[config.mk]
export PLATFORM = sky130hd
export DESIGN_NAME = usb_frame_timer
export DESIGN_NICKNAME = d
export VERILOG_FILES = /design/src/rtl/usb_ft_pkg.sv /design/src/rtl/ft_remain_ctr.sv /design/src/rtl/ft_done_delay.sv /design/src/rtl/usb_frame_timer.sv
export SDC_FILE = /design/constraint.sdc
export NUM_CORES = 1
export LEC_CHECK = 0
export BUFFER_PORTS_ARGS = -buffer_cell sky130_fd_sc_hd__buf_2
export CAP_MARGIN = 10
export CELL_PAD_IN_SITES_DETAIL_PLACEMENT = 0
export CELL_PAD_IN_SITES_GLOBAL_PLACEMENT = 1
export CORE_MARGIN = 2
export CORE_UTILIZATION = 39
export CTS_BUF_LIST = sky130_fd_sc_hd__clkbuf_8
export DETAILED_ROUTE_END_ITERATION = 10
export MAX_ROUTING_LAYER = met4
export PLACE_DENSITY_LB_ADDON = 0.25
export SETUP_SLACK_MARGIN = 0.05
export SLEW_MARGIN = 20
export SYNTH_ARGS = -nofsm -noshare
export SYNTH_HDL_FRONTEND = slang
export SYNTH_HIERARCHICAL = 1
export SYNTH_SLANG_ARGS = --single-unit
[constraint.sdc]
create_clock -name clk -period 4.1 [get_ports clk]
set_clock_uncertainty 0.1 [all_clocks]
set_input_delay 0.205 -clock clk [delete_from_list [all_inputs] [get_ports clk]]
set_output_delay 0.205 -clock clk [all_outputs]
set_load 0.01 [all_outputs]
[src/rtl/usb_ft_pkg.sv]
package usb_ft_pkg;

    typedef enum logic [1:0] {
        HC_RESET   = 2'b00,
        HC_RESUME  = 2'b01,
        HC_OPER    = 2'b10,
        HC_SUSPEND = 2'b11
    } hc_state_e;

    localparam int WORD_W = 32;

endpackage

[src/rtl/ft_remain_ctr.sv]
module ft_remain_ctr #(
    parameter int CNT_W = 14
) (
    input  logic             clk,
    input  logic             rst_n,
    input  logic             run,
    input  logic             tick,
    input  logic [CNT_W-1:0] reload,
    output logic [CNT_W-1:0] remain,
    output logic             wrap,
    output logic             start
);

    typedef struct packed {
        logic [CNT_W-1:0] cnt;
        logic             live;
    } ctr_t;

    ctr_t st_d, st_q;

    always_comb begin
        st_d      = st_q;
        start     = run && !st_q.live;
        wrap      = run && st_q.live && tick && (st_q.cnt == '0);
        st_d.live = run;
        if (start || wrap) begin
            st_d.cnt = reload;
        end else if (run && tick) begin
            st_d.cnt = st_q.cnt - 1'b1;
        end
    end

    always_ff @(posedge clk) begin
        if (!rst_n) begin
            st_q <= '{cnt: '0, live: 1'b0};
        end else begin
            st_q <= st_d;
        end
    end

    assign remain = st_q.cnt;

endmodule

[src/rtl/ft_done_delay.sv]
module ft_done_delay #(
    parameter int DLY_W = 3
) (
    input  logic             clk,
    input  logic             rst_n,
    input  logic             boundary,
    input  logic             td_done,
    input  logic [DLY_W-1:0] td_delay,
    input  logic             wd_pending,
    output logic [DLY_W-1:0] delay,
    output logic             fire
);

    localparam logic [DLY_W-1:0] DLY_IDLE = '1;

    typedef struct packed {
        logic [DLY_W-1:0] cnt;
        logic             fire;
    } dly_t;

    dly_t             st_d, st_q;
    logic [DLY_W-1:0] lowered;

    always_comb begin
        lowered   = (td_done && (td_delay < st_q.cnt)) ? td_delay : st_q.cnt;
        st_d.cnt  = lowered;
        st_d.fire = 1'b0;
        if (boundary) begin
            if ((lowered == '0) && !wd_pending) begin
                st_d.cnt  = DLY_IDLE;
                st_d.fire = 1'b1;
            end else if ((lowered != DLY_IDLE) && (lowered != '0)) begin
                st_d.cnt = lowered - 1'b1;
            end
        end
    end

    always_ff @(posedge clk) begin
        if (!rst_n) begin
            st_q <= '{cnt: DLY_IDLE, fire: 1'b0};
        end else begin
            st_q <= st_d;
        end
    end

    assign delay = st_q.cnt;
    assign fire  = st_q.fire;

endmodule

[src/rtl/usb_frame_timer.sv]
module usb_frame_timer
    import usb_ft_pkg::*;
#(
    parameter int IVL_W          = 14,
    parameter int MPS_W          = 15,
    parameter int FNUM_W         = 16,
    parameter int DLY_W          = 3,
    parameter int PERIODIC_SLOTS = 32,
    parameter int RST_IVL        = 11999,
    parameter int RST_MPS        = 'h2778,
    localparam int IDX_W         = $clog2(PERIODIC_SLOTS)
) (
    input  logic              clk,
    input  logic              rst_n,
    input  logic [1:0]        hc_state,
    input  logic              bit_tick,
    input  logic              cfg_wr_en,
    input  logic [WORD_W-1:0] cfg_wr_data,
    input  logic              td_done,
    input  logic [DLY_W-1:0]  td_delay,
    input  logic              wd_pending,
    output logic [WORD_W-1:0] interval_rd,
    output logic [WORD_W-1:0] remaining_rd,
    output logic [WORD_W-1:0] frame_num_rd,
    output logic [DLY_W-1:0]  done_delay,
    output logic [IDX_W-1:0]  periodic_index,
    output logic              sof_pulse,
    output logic              bnd_pulse,
    output logic              fno_pulse,
    output logic              wb_req,
    output logic              wd_set
);

    localparam int MPS_LSB = 16;
    localparam int TGL_BIT = WORD_W - 1;
    localparam logic [WORD_W-1:0] IVL_MASK = (WORD_W'(1) << IVL_W) - 1;
    localparam logic [WORD_W-1:0] MPS_MASK = ((WORD_W'(1) << MPS_W) - 1) << MPS_LSB;
    localparam logic [WORD_W-1:0] WR_MASK  = (WORD_W'(1) << TGL_BIT) | MPS_MASK | IVL_MASK;
    localparam logic [WORD_W-1:0] WORD_RST = ((WORD_W'(RST_MPS) << MPS_LSB) & MPS_MASK)
                                           | (WORD_W'(RST_IVL) & IVL_MASK);

    typedef struct packed {
        logic [WORD_W-1:0] word;
        logic              frt;
        logic [FNUM_W-1:0] fnum;
        logic              sof;
        logic              bnd;
        logic              fno;
    } tmr_t;

    tmr_t              st_d, st_q;
    logic              run;
    logic              wrap_w;
    logic              start_w;
    logic [IVL_W-1:0]  remain_w;
    logic [FNUM_W-1:0] fnum_inc;

    assign run = (hc_state == HC_OPER);

    ft_remain_ctr #(.CNT_W(IVL_W)) i_remain (
        .clk    (clk),
        .rst_n  (rst_n),
        .run    (run),
        .tick   (bit_tick),
        .reload (st_q.word[IVL_W-1:0]),
        .remain (remain_w),
        .wrap   (wrap_w),
        .start  (start_w)
    );

    ft_done_delay #(.DLY_W(DLY_W)) i_delay (
        .clk        (clk),
        .rst_n      (rst_n),
        .boundary   (wrap_w),
        .td_done    (td_done),
        .td_delay   (td_delay),
        .wd_pending (wd_pending),
        .delay      (done_delay),
        .fire       (wb_req)
    );

    always_comb begin
        fnum_inc = st_q.fnum + 1'b1;
        st_d     = st_q;
        st_d.sof = 1'b0;
        st_d.bnd = 1'b0;
        st_d.fno = 1'b0;
        if (cfg_wr_en) begin
            st_d.word = cfg_wr_data & WR_MASK;
        end
        if (start_w) begin
            st_d.sof = 1'b1;
        end
        if (wrap_w) begin
            st_d.fnum = fnum_inc;
            st_d.frt  = st_q.word[TGL_BIT];
            st_d.sof  = 1'b1;
            st_d.bnd  = 1'b1;
            st_d.fno  = fnum_inc[FNUM_W-1] ^ st_q.fnum[FNUM_W-1];
        end
    end

    always_ff @(posedge clk) begin
        if (!rst_n) begin
            st_q <= '{word: WORD_RST, frt: 1'b0, fnum: '0,
                      sof: 1'b0, bnd: 1'b0, fno: 1'b0};
        end else begin
            st_q <= st_d;
        end
    end

    always_comb begin
        remaining_rd          = '0;
        remaining_rd[TGL_BIT] = st_q.frt;
        if (run) begin
            remaining_rd[IVL_W-1:0] = remain_w;
        end
    end

    assign interval_rd    = st_q.word;
    assign frame_num_rd   = WORD_W'(st_q.fnum);
    assign periodic_index = st_q.fnum[IDX_W-1:0];
    assign sof_pulse      = st_q.sof;
    assign bnd_pulse      = st_q.bnd;
    assign fno_pulse      = st_q.fno;
    assign wd_set         = wb_req;

endmodule

==> summary.md <==
| Metric | Value |
|---|---|
| Worst-path cell chain | inv_1 -> ha_1 -> nor4b_1 -> nand4_1 -> inv_1 -> nand4_2 -> or4_1 -> a21oi_1 |
| RSZ-0062 raised after global routing | no |
| CP Launch Type | flip-flop |
| Total Wirelength | 8415 um |
| Die W | 101.0 um |
| Rows | 35 |
| Sequential-to-total area share from yosys stat | 0.3765 |
| Initial Util | 0.3989 |
| Avg Inst Size Synth | 9.080 um2 |
| Fin. Hold Viols | 0 |
| Post-synth ARST share | 0 |
| Pwr dens | roughly 370 mW/mm2 |
| Slew headroom | 0.4157 |
| Overall Power | between 0.0015 and 0.002 W |
| Ant diodes | 0 |
| First-pass GRT wire length | about 13000 um |
| Crit path top cell by count | inv_1 |
| Area of the multi-input gates | 0.001866 mm2 |
| R2r startpoint | i_remain/remain[0] |
| RePlAce Congestion | 0.7799 |
| Total CTS buffers | 9 |
| Crit. Startpoint | i_remain/remain[0] |
| Chip height | 101.0 um |
| GRT Overall Usage | 0.1694 |
| First-pass iteration count of the detailed router | 4 |
| Cell area after synthesis | 0.003669 mm2 |
| Core footprint | 0.009196 mm2 |
| Remaining global-route overflow | 0 |
| Clock slew at reported path FFs | 0.07 ns |
| Worst setup EP type | flip-flop |
| Distinct cells, synth | 51 |
| Initial antenna violation count | 0 |
| Maxcap violations | 0 |
| Number of synthesized flops with an enable pin | 0 |
| IO buf count | ~110 |
| CP required | 4.26 ns |
| Top Ports | 152 |
| Static leakage | 2.174 nW |
| Tmin final | 3.286 ns |
| Synth Warn # | 6 |
| Total Nets Final | 572 |
| DR vias | 3108 |
| Post-CTS Setup Bufs | 0 |
| Hold Crit Start | wd_pending |
| CTS tree | done |
| Least-Margin Pin Slew | 0.8732 ns |
| Clk_lat worst skew | 0.34 ns |
| Crit path kind | flip-flop to flip-flop |
| CTS sink cnt | 69 |
| Final setup TNS | 0 ns |
| Largest net degree at the start of global routing | 39 |
| Vias in the first global route | 2836 |
| Final setup fails | 0 |
| Routed wire length per instance | 13.19 um |
| Synth Flop Type | dfxtp_1 |
| Critical path data arrival time | about 3.4 ns |
| Fillers | 879 |
| Max incr delay on CP | 0.69 ns |
| DRC Markers | 0 |
| Vias/cell | 4.871 |
| Clk buf depth | 2 |
| Register area | 0.001381 mm2 |
| FMAX | 304.4 MHz |
| Max FO, Critical Path | 18 |
| Root buf cell | clkbuf_8 |
| Fin. max-slew vios | 0 |
| Tcrit/Tclk final | 0.8014 |
| Post-route ant nets | 0 |
| #FFs+latches synth | 69 |
| CP max-delay cell | inv_1 |
| Outcome | finished clean |
| DP Cell Count | 592 |
| Area delta synth->final | 24.93% |
| Post-synthesis cell count | around 400 |
| Die area | 0.01020 mm2 |
| Depth of the CTS H-tree | 3 |
| VDD IR-drop max | ~0.17 mV |
| Hold Crit Class | input port to flip-flop |
| Layout Cells excl Fill | about 640 |
| Initial DRC count | 84 |
| DP HPWL | 5791 um |
| Share of layout cells above drive strength 1 | 0.2676 |
==> cells in the mapped netlist, drive strengths merged (8+ instances only) <==
| cell type | count | share of area |
|---|---|---|
| dfxtp | 69 | 0.38 |
| buf | 64 | 0.13 |
| mux2i | 43 | 0.12 |
| nand2 | 33 | 0.034 |
| nor2 | 26 | 0.027 |
| a21oi | 19 | 0.026 |
| and2 | 16 | 0.027 |
| inv | 15 | 0.015 |
| a211oi | 11 | 0.024 |
| nand4 | 11 | 0.025 |
| nand3 | 10 | 0.014 |
| xor2 | 9 | 0.021 |
| clkbuf | 8 | 0.0082 |
==> routing by layer <==
metal  vias to the layer above  global-route usage  wire length (um)
met5                         -                   -                 0
met1                      1438              0.2152              3880
met2                       107              0.2641              3879
li1                       1546                   -                 -
met3                        17             0.02913               451
met4                         0             0.07588               204
==> registers in the layout, summed over array words and instances, names as in the netlist <==
| name | flops |
|---|---|
| bnd_pulse | 1 |
| fno_pulse | 1 |
| frame_num_rd | 16 |
| i_delay/delay | 3 |
| i_delay/fire | 1 |
| i_remain/remain | 14 |
| i_remain/st_q | 1 |
| interval_rd | 30 |
| remaining_rd | 1 |
| sof_pulse | 1 |
==> per-stage QoR <==
stage               utilization  hold slack, ns  worst slack [ns]  instance area [um2]
floorplan                     -          0.1768             1.447                 3796
global placement         0.4371          0.3195            0.8984                 4020
detailed placement       0.4371          0.3251            0.8249                 4020
CTS                      0.4984          0.1035            0.8061                 4583
global route             0.4984          0.1445            0.5040                 4583
finish                   0.4984          0.1188            0.8143                 4583
==> placed cells by master, fill, tap and decap left out, types with 3 or more instances in the layout <==
cell           count
clkbuf_8           9
buf_2            114
nor3_1             3
nand3_1           10
nand4_1            9
dfxtp_1           69
nor4_1             5
o21ai_0            6
mux2i_1           43
bufinv_16          4
a21oi_1           19
inv_1             16
dlygate4sd3_1     30
o31ai_1            3
xor2_1             9
xnor2_1            7
conb_1            35
nand2_1           33
a211oi_1          10
ha_1               7
and2_1            16
or4_1              4
nand2b_1           6
nor2_1            26
==> power by group <==
group	switching (W)	internal, W	total, W
Combinational	0.000129	0.000115	0.000244
Sequential	0.0000309	0.000703	0.000734
Clock	0.000266	0.000463	0.000730
==> critical path: cells and delay by family, from the launching register on <==
kind | cells | cell delay, ns
AO/OA/AOI/OAI | 1 | 0.15
adder cells (fa/ha/maj) | 1 | 0.19
buffers and inverters | 2 | 0.79
flip-flops | 1 | 0.34
AND/OR/NAND/NOR | 4 | 1.62
==> cell type report <==
| class | count | area share |
|---|---|---|
| multi-input cells | 282 | 0.4070 |
| clock buffers | 9 | 0.02703 |
| clock inverters | 7 | 0.03030 |
| well taps | 111 | 0.03030 |
| repair buffers | 145 | 0.1916 |
| flip-flops and latches | 69 | 0.3014 |
| inverters | 15 | 0.01229 |
==> path summary, 6_finish.rpt <==
check / end / slack (ns) / depth (start not counted)
worst max-delay path: frame_num_rd[11] / 0.81 / 8
worst min register to register: frame_num_rd[15] / 0.37 / 2
worst max register to register: frame_num_rd[11] / 0.81 / 8
worst min-delay path: i_delay/fire / 0.12 / 3
==> cells by family after synthesis <==
| family | count (synthesis) | synth area share |
|---|---|---|
| AOI/OAI and AO/OA | 48 | 0.08902 |
| xor gates and xnor gates | 16 | 0.03820 |
| adders and majority gates | 7 | 0.02387 |
| buffers and inverters | 87 | 0.1497 |
| DFF | 69 | 0.3765 |
| muxes | 44 | 0.1204 |
| other | 1 | 0.001022 |
| and+or+nand+nor | 132 | 0.2012 |
==> what timing repair did <==
action	CTS	global route
gates resized for setup	0	0
hold buffers	30	0
endpoints found under the hold margin	30	0
(Power assumes the default switching activity.)
